### config.mk
export PLATFORM = sky130hd
export DESIGN_NAME = cap_reconfig_ctrl
export DESIGN_NICKNAME = d
export VERILOG_FILES = /design/src/rtl/rcfg_pkg.sv /design/src/rtl/rcfg_epoch_timer.sv /design/src/rtl/rcfg_evt_counter.sv /design/src/rtl/rcfg_policy.sv /design/src/rtl/cap_reconfig_ctrl.sv
export SDC_FILE = /design/constraint.sdc
export NUM_CORES = 1
export LEC_CHECK = 0
export ABC_AREA = 0
export BUFFER_PORTS_ARGS = -buffer_cell sky130_fd_sc_hd__buf_2
export CORE_MARGIN = 2
export CORE_UTILIZATION = 42
export CTS_BUF_LIST = sky130_fd_sc_hd__clkbuf_4
export DETAILED_ROUTE_END_ITERATION = 16
export HOLD_SLACK_MARGIN = 0.15
export PLACE_DENSITY = 0.62
export SLEW_MARGIN = 30
export SYNTH_ARGS = -nofsm -noshare
export SYNTH_HDL_FRONTEND = slang
export SYNTH_SLANG_ARGS = --single-unit
### constraint.sdc
create_clock -name clk -period 4.3 [get_ports clk]
set_clock_uncertainty 0.2 [all_clocks]
set_input_delay 0.645 -clock clk [delete_from_list [all_inputs] [get_ports clk]]
set_output_delay 0.645 -clock clk [all_outputs]
set_load 0.02 [all_outputs]
### src/rtl/rcfg_pkg.sv
package rcfg_pkg;

  typedef enum logic [1:0] {
    VOTE_HOLD   = 2'd0,
    VOTE_GROW   = 2'd1,
    VOTE_SHRINK = 2'd2
  } vote_e;

  // Policy verdict for one epoch; growth wins if both conditions hold.
  function automatic vote_e judge(input logic [31:0] acc,
                                  input logic [31:0] miss,
                                  input logic [31:0] use_lo,
                                  input logic [31:0] use_hi,
                                  input logic [31:0] miss_lo,
                                  input logic [31:0] miss_hi);
    if (acc >= use_hi && miss >= miss_hi)
      return VOTE_GROW;
    else if (acc < use_lo && miss < miss_lo)
      return VOTE_SHRINK;
    else
      return VOTE_HOLD;
  endfunction

  // Saturating increment.
  function automatic logic [31:0] sat_step(input logic [31:0] cur,
                                           input logic        hit,
                                           input logic [31:0] top);
    if (hit && cur != top)
      return cur + 32'd1;
    else
      return cur;
  endfunction

endpackage

### src/rtl/rcfg_epoch_timer.sv
module rcfg_epoch_timer #(
  parameter int INTERVAL_CYCLES = 10_000_000
) (
  input  logic clk,
  input  logic rst_n,
  output logic epoch_end
);
  localparam int PW = (INTERVAL_CYCLES > 1) ? $clog2(INTERVAL_CYCLES) : 1;
  localparam logic [PW-1:0] LAST = PW'(INTERVAL_CYCLES - 1);

  logic [PW-1:0] phase;

  always_ff @(posedge clk) begin
    if (!rst_n)         phase <= '0;
    else if (epoch_end) phase <= '0;
    else                phase <= phase + 1'b1;
  end

  assign epoch_end = (phase == LAST);

  AST_PHASE_RANGE: assert property (@(posedge clk) disable iff (!rst_n)
    phase <= LAST);
  AST_PHASE_WRAP: assert property (@(posedge clk) disable iff (!rst_n)
    epoch_end |=> (phase == '0));

endmodule

### src/rtl/rcfg_evt_counter.sv
module rcfg_evt_counter
  import rcfg_pkg::*;
#(
  parameter int CNT_W = 24
) (
  input  logic             clk,
  input  logic             rst_n,
  input  logic             hit,
  input  logic             clear,
  output logic [CNT_W-1:0] count
);
  localparam logic [CNT_W-1:0] CNT_MAX = '1;

  always_ff @(posedge clk) begin
    if (!rst_n)
      count <= '0;
    else if (clear)
      count <= CNT_W'(hit);
    else
      count <= CNT_W'(sat_step(32'(count), hit, 32'(CNT_MAX)));
  end

  AST_CNT_SATURATE: assert property (@(posedge clk) disable iff (!rst_n)
    (count == CNT_MAX && !clear) |=> (count == CNT_MAX));
  AST_CNT_RESTART: assert property (@(posedge clk) disable iff (!rst_n)
    clear |=> (count < 2));

endmodule

### src/rtl/rcfg_policy.sv
module rcfg_policy
  import rcfg_pkg::*;
#(
  parameter int CNT_W        = 24,
  parameter int STALL_CYCLES = 100_000
) (
  input  logic             clk,
  input  logic             rst_n,
  input  logic             epoch_end,
  input  logic             shared_bank,
  input  logic [CNT_W-1:0] acc_cnt,
  input  logic [CNT_W-1:0] miss_cnt,
  input  logic [CNT_W-1:0] use_lo_thr,
  input  logic [CNT_W-1:0] use_hi_thr,
  input  logic [CNT_W-1:0] miss_lo_thr,
  input  logic [CNT_W-1:0] miss_hi_thr,
  output logic             en_state,
  output logic             stall_active,
  output logic             done_pulse
);
  localparam int SW = $clog2(STALL_CYCLES + 1);
  localparam logic [SW-1:0] STALL_LOAD = SW'(STALL_CYCLES);

  logic [SW-1:0] stall_cnt;
  vote_e         vote;
  logic          want_flip;

  assign vote = judge(32'(acc_cnt), 32'(miss_cnt), 32'(use_lo_thr),
                      32'(use_hi_thr), 32'(miss_lo_thr), 32'(miss_hi_thr));

  assign want_flip = epoch_end && !shared_bank && !stall_active &&
                     ((vote == VOTE_GROW && !en_state) ||
                      (vote == VOTE_SHRINK && en_state));

  assign stall_active = (stall_cnt != '0);

  always_ff @(posedge clk) begin
    if (!rst_n) begin
      en_state   <= 1'b0;
      stall_cnt  <= '0;
      done_pulse <= 1'b0;
    end else begin
      done_pulse <= (stall_cnt == SW'(1));
      if (want_flip) begin
        en_state  <= !en_state;
        stall_cnt <= STALL_LOAD;
      end else if (stall_active) begin
        stall_cnt <= stall_cnt - 1'b1;
      end
    end
  end

  AST_FLIP_AT_EDGE: assert property (@(posedge clk) disable iff (!rst_n)
    (en_state != $past(en_state)) |-> $past(epoch_end));
  AST_FLIP_STALLS: assert property (@(posedge clk) disable iff (!rst_n)
    (en_state != $past(en_state)) |-> stall_active);
  AST_STALL_FREEZE: assert property (@(posedge clk) disable iff (!rst_n)
    $past(stall_active) |-> $stable(en_state));
  AST_DONE_AFTER_STALL: assert property (@(posedge clk) disable iff (!rst_n)
    done_pulse |-> ($past(stall_active) && !stall_active));
  AST_DONE_SINGLE: assert property (@(posedge clk) disable iff (!rst_n)
    done_pulse |=> !done_pulse);
  AST_SHARED_FROZEN: assert property (@(posedge clk) disable iff (!rst_n)
    $past(shared_bank) |-> $stable(en_state));

endmodule

### src/rtl/cap_reconfig_ctrl.sv
module cap_reconfig_ctrl #(
  parameter int INTERVAL_CYCLES = 10_000_000,
  parameter int STALL_CYCLES    = 100_000,
  parameter int CNT_W           = 24
) (
  input  logic             clk,
  input  logic             rst_n,
  input  logic             acc_strobe,
  input  logic             miss_strobe,
  input  logic [CNT_W-1:0] use_lo_thr,
  input  logic [CNT_W-1:0] use_hi_thr,
  input  logic [CNT_W-1:0] miss_lo_thr,
  input  logic [CNT_W-1:0] miss_hi_thr,
  input  logic             shared_bank,
  output logic             cap_enable,
  output logic             stall_req,
  output logic             reconfig_done
);
  localparam int N_EVT = 2; // index 0: accesses, 1: misses

  logic             epoch_end;
  logic             en_state;
  logic [N_EVT-1:0] evt_hit;
  logic [CNT_W-1:0] evt_cnt [N_EVT];

  assign evt_hit = {miss_strobe, acc_strobe};

  rcfg_epoch_timer #(.INTERVAL_CYCLES(INTERVAL_CYCLES)) u_timer (
    .clk       (clk),
    .rst_n     (rst_n),
    .epoch_end (epoch_end)
  );

  for (genvar g = 0; g < N_EVT; g++) begin : g_evt
    rcfg_evt_counter #(.CNT_W(CNT_W)) u_cnt (
      .clk   (clk),
      .rst_n (rst_n),
      .hit   (evt_hit[g]),
      .clear (epoch_end),
      .count (evt_cnt[g])
    );
  end

  rcfg_policy #(.CNT_W(CNT_W), .STALL_CYCLES(STALL_CYCLES)) u_policy (
    .clk          (clk),
    .rst_n        (rst_n),
    .epoch_end    (epoch_end),
    .shared_bank  (shared_bank),
    .acc_cnt      (evt_cnt[0]),
    .miss_cnt     (evt_cnt[1]),
    .use_lo_thr   (use_lo_thr),
    .use_hi_thr   (use_hi_thr),
    .miss_lo_thr  (miss_lo_thr),
    .miss_hi_thr  (miss_hi_thr),
    .en_state     (en_state),
    .stall_active (stall_req),
    .done_pulse   (reconfig_done)
  );

  assign cap_enable = en_state | shared_bank;

  AST_SHARED_NO_STALL: assert property (@(posedge clk) disable iff (!rst_n)
    (shared_bank && !stall_req) |=> !$rose(stall_req));

endmodule

==> results.md <==
- The residual overflow from global routing is 0.
- The main flop type after synthesis is sky130_fd_sc_hd__dfxtp_1.
- The share of cells above drive strength 1 is 0.149.
- The die is approximately 130 um wide.
- The total design power is 0.00194 W.
- The total DRC errors in the routed layout is 0.
- Summing over every cut layer, the via total after detailed routing is 5545.
- For the worst setup path, the data required time is approximately 3500 ps.
- Clock-pin slew was measured on the worst setup and hold paths at 140 ps.
- Compared with the post-synthesis result, the final layout area differs by 13.3%.
- For hold timing, the worst endpoint is g_evt[0].u_cnt.count[0].
- Based on the critical path, the design can be clocked at up to 0.275 GHz.
- Registers take 0.00182 mm^2.
- The start-to-end type of the worst setup path is register to output port.
- Leaving out filler cells and counting taps, the final layout contains 1085.
- The final weighted congestion in routability-driven placement is 0.776.
- In this run, the number of DRC markers left after iteration 0 of detailed routing was 264.
- The initial standard-cell utilization of the core is 0.427.
- Counting instances, the worst hold path has a depth of 3.
- The number of max-capacitance violations reported is 0.
- The setup violation total in the final timing report is 0.
- Adding up every negative setup slack in the final design gives 0 ps.
- The synthesized net count is 989.
- The stage delay of the slowest cell on the critical path is 610 ps.
- In the synthesized netlist the async set-or-reset flop fraction comes to 0.
- Using the TritonRoute via totals, the vias-per-cell ratio works out to 5.11.
- The count of TritonRoute iterations in the first routing pass is 6.
- The number of global-route vias before repair is 5284.
- The number of rows in the core area is 45.
- The placed instance count is 1069.
- The arrival time of data at the critical path endpoint is 2800 ps.
- The vertical die dimension is 128 um.
- The warning count from the yosys run is 0.
- The worst register-to-register path ends at u_policy.stall_cnt[10].
- The floorplan step defined a die boundary enclosing 0.0163 mm^2.
- On the critical path the largest part of the delay comes from simple AND/OR/NAND/NOR gates.
- The number of max-slew violations in the final report is 0.
- Traced cell by cell, the critical path runs through or3_1, or2_4, or4_1, or4_4, buf_2.
- The buffers inserted during post-CTS setup optimization is 0.
- After synthesis, the cell types taking the most area are sky130_fd_sc_hd__dfxtp_1 (28%), sky130_fd_sc_hd__ha_1 (19%), sky130_fd_sc_hd__inv_1 (5.9%), sky130_fd_sc_hd__xor2_1 (5.4%), sky130_fd_sc_hd__nor2_1 (4.2%).
- After routing the design area is 0.00729 mm^2.
- The first-pass GRT wire length is 24300 um.
- The count of H-tree levels built during CTS is 3.
- Counting flops with a built-in enable in the synthesized netlist gives 0.
- After the last flow step, the layout net total stands at between 1000 and 1500.
- The share of total power dissipated in combinational logic is 0.262.
- The library cell occupying the most area in the post-synthesis netlist is sky130_fd_sc_hd__dfxtp_1.
- For flop-to-flop paths, the worst setup slack is a little over 1000 ps.
- Synthesis produced a netlist whose cell count is 788.
- The CTS sink count is 91.
- The share of the Yosys chip area taken by registers is 0.283.
- The internal portion of the total power is 0.00132 W.
- The library cell used most frequently in the layout, excluding fill and tap cells, is sky130_fd_sc_hd__buf_2.
- The area of the mapped netlist is 0.00644 mm^2.
- The cell at the slowest stage of the critical path is sky130_fd_sc_hd__or4_4.
- The repair_antennas step left the layout with diodes totalling 0.
- Counting cells, the worst reg-to-reg path comes to 8.
- The source of the worst hold timing path is acc_strobe.
- The reported net switching power is approximately 0.00062 W.
- In this run the worst path has a maximum fanout of 6.
- The total routing usage reported by global routing is 0.182.
- The CTS buffer count is 9.
- In this run, post-CTS hold repair placed 0 buffers.
- The worst slew margin relative to its limit is 0.340.
- The switching portion of total power is 0.321.
- The start of the worst register-to-register path is u_policy.stall_cnt[8].
- The area of the core is 0.0151 mm^2.
- Leaving out fill and tap cells, the most frequent cells in the layout are sky130_fd_sc_hd__buf_2 (103), sky130_fd_sc_hd__inv_1 (102), sky130_fd_sc_hd__ha_1 (100), sky130_fd_sc_hd__dfxtp_1 (91), sky130_fd_sc_hd__nor2_1 (72).
- The area share of the leading cell type in the synthesized netlist is 0.283.
- The number of antenna violations at the first check in global routing is 0.
- The post-detailed-route wirelength per cell is 13.1 um.
- The CTS tree is yes.
- Setup repair after global routing left no endpoint under its margin.
- The unique cell type count in the Yosys netlist is between 50 and 60.
- The placed instances occupy a cell area of 0.00715 mm^2.
- The count of nets left with antenna violations once routing finished came out at 0.
- The cell leakage power is approximately 3.7 nW.
- The sum of routed wire length over all layers is 14200 um.
- The worst hold-check path type is primary input to register.
- The multi-input logic area is 0.00416 mm^2.
- After layout, the minimum clock period comes to 3640 ps.
- The buffer depth of the longest clock path is 2.
- The kind of end point of the critical path is an output port.
- Together, buffers and inverters on the worst path number 1.
- The top-level I/O count is about 100.
- The share of total power in the clock network is 0.250.
- The cell at the root of the clock tree is sky130_fd_sc_hd__clkbuf_4.
- The critical path launch point type is a register.
- Averaged over all synthesized cells, the footprint is 8.17 um^2.
- Fill cells in the final layout number approximately 1500.
- The power per cell area is 266 mW/mm^2.
- Gates resized during post-CTS repair numbered 0.
- Synthesis inferred 91 register bits.
- For the worst-skew pair, the clock arrives at the later sink with an insertion delay of 470 ps.
- The share of total power in sequential cells is 0.489.
- The placed wire-length estimate is 11200 um.
- The transition at the pin with the smallest max-transition slack is 985 ps.
- Entering global routing, the biggest net connects 44 pins.
- Dividing the final minimum period by the clock period gives 0.847.
- The minimum hold slack is 242 ps.
- Across the VDD grid, the largest voltage drop is 180 uV.
- The count of input and output buffers is 103.
- The run finished with clean final reports.
- The number of failing hold endpoints at the final stage is 0.
## worst max path at each step
stage / cells past startpoint / from / to / slack (ps)
2_1_floorplan: 10 / u_policy.stall_cnt[8] / u_policy.stall_cnt[10] / 1180
3_3_place_gp: 10 / use_hi_thr[0] / u_policy.stall_cnt[10] / 910
3_5_place_dp: 11 / use_hi_thr[15] / u_policy.stall_cnt[10] / 870
4_1_cts: 5 / u_policy.stall_cnt[8] / stall_req / 640
5_1_grt: 5 / u_policy.stall_cnt[8] / stall_req / 550
6_report: 5 / u_policy.stall_cnt[8] / stall_req / 660
## Yosys cell counts, types with 12 or more instances
master and n:
sky130_fd_sc_hd__a21o_1 17, sky130_fd_sc_hd__a21oi_1 43, sky130_fd_sc_hd__and2_1 12, sky130_fd_sc_hd__and3_1 15, sky130_fd_sc_hd__dfxtp_1 91, sky130_fd_sc_hd__ha_1 100, sky130_fd_sc_hd__inv_1 102, sky130_fd_sc_hd__nand2_1 47
sky130_fd_sc_hd__nand3_1 37, sky130_fd_sc_hd__nand4_1 34, sky130_fd_sc_hd__nor2_1 72, sky130_fd_sc_hd__nor3_1 15, sky130_fd_sc_hd__o21ai_0 27, sky130_fd_sc_hd__or3_1 14, sky130_fd_sc_hd__xnor2_1 25, sky130_fd_sc_hd__xor2_1 40
## cell families (layout without fill, tap and decap cells)
logic type,count (synthesis),count (layout),synth area share
mux,5,5,0.00991
buf+inv,115,224,0.0706
fa+ha+maj,100,100,0.194
xor+xnor,65,65,0.0885
simple gates,288,288,0.234
flops,91,91,0.283
compound gates,124,124,0.120
## per-stage QoR
stage,util,setup WS (ps)
final,0.483,659
after floorplan,-,1180
after CTS,0.483,636
after detailed placement,0.474,874
after global placement,0.474,913
after global routing,0.483,548
## layout make-up
| cell class | instances | share of cell area |
|---|---|---|
| flip-flops and latches | 91 | 0.250 |
| repair buffers | 106 | 0.0755 |
| clock buffers | 11 | 0.0113 |
| multi-input cells | 582 | 0.571 |
| clock inverters | 5 | 0.00738 |
| inverters | 102 | 0.0525 |
| well taps | 188 | 0.0323 |
## power groups by stage
stage	clock network (W)	logic, W	registers, W
after floorplan	0	0.000411	0.000957
after detailed placement	0	0.000509	0.000967
after CTS	0.000505	0.000512	0.000949
after global placement	0	0.000507	0.000968
final	0.000485	0.000508	0.000948
after global routing	0.000541	0.000591	0.000959
## state kept, by name, summed over array words and instances (netlist names)
signal	cells
u_policy.stall_cnt	17
u_timer.phase	24
g_evt.u_cnt.count	48
u_policy.en_state	1
u_policy.done_pulse	1
## routing by layer
metal,track usage,wire (um),vias up
li1,-,-,2952
met1,0.243,7030,2460
met2,0.302,6290,113
met3,0.0255,631,20
met4,0.0659,272,0
met5,0,0,-
## worst reg2reg max path: cells and delay by family, from the launching register on
kind            cells  cell delay (ps)
flops               1              360
simple gates        6             2200
mux                 1              320
compound gates      1              180
No activity file was read; power rests on OpenSTA's default activity.
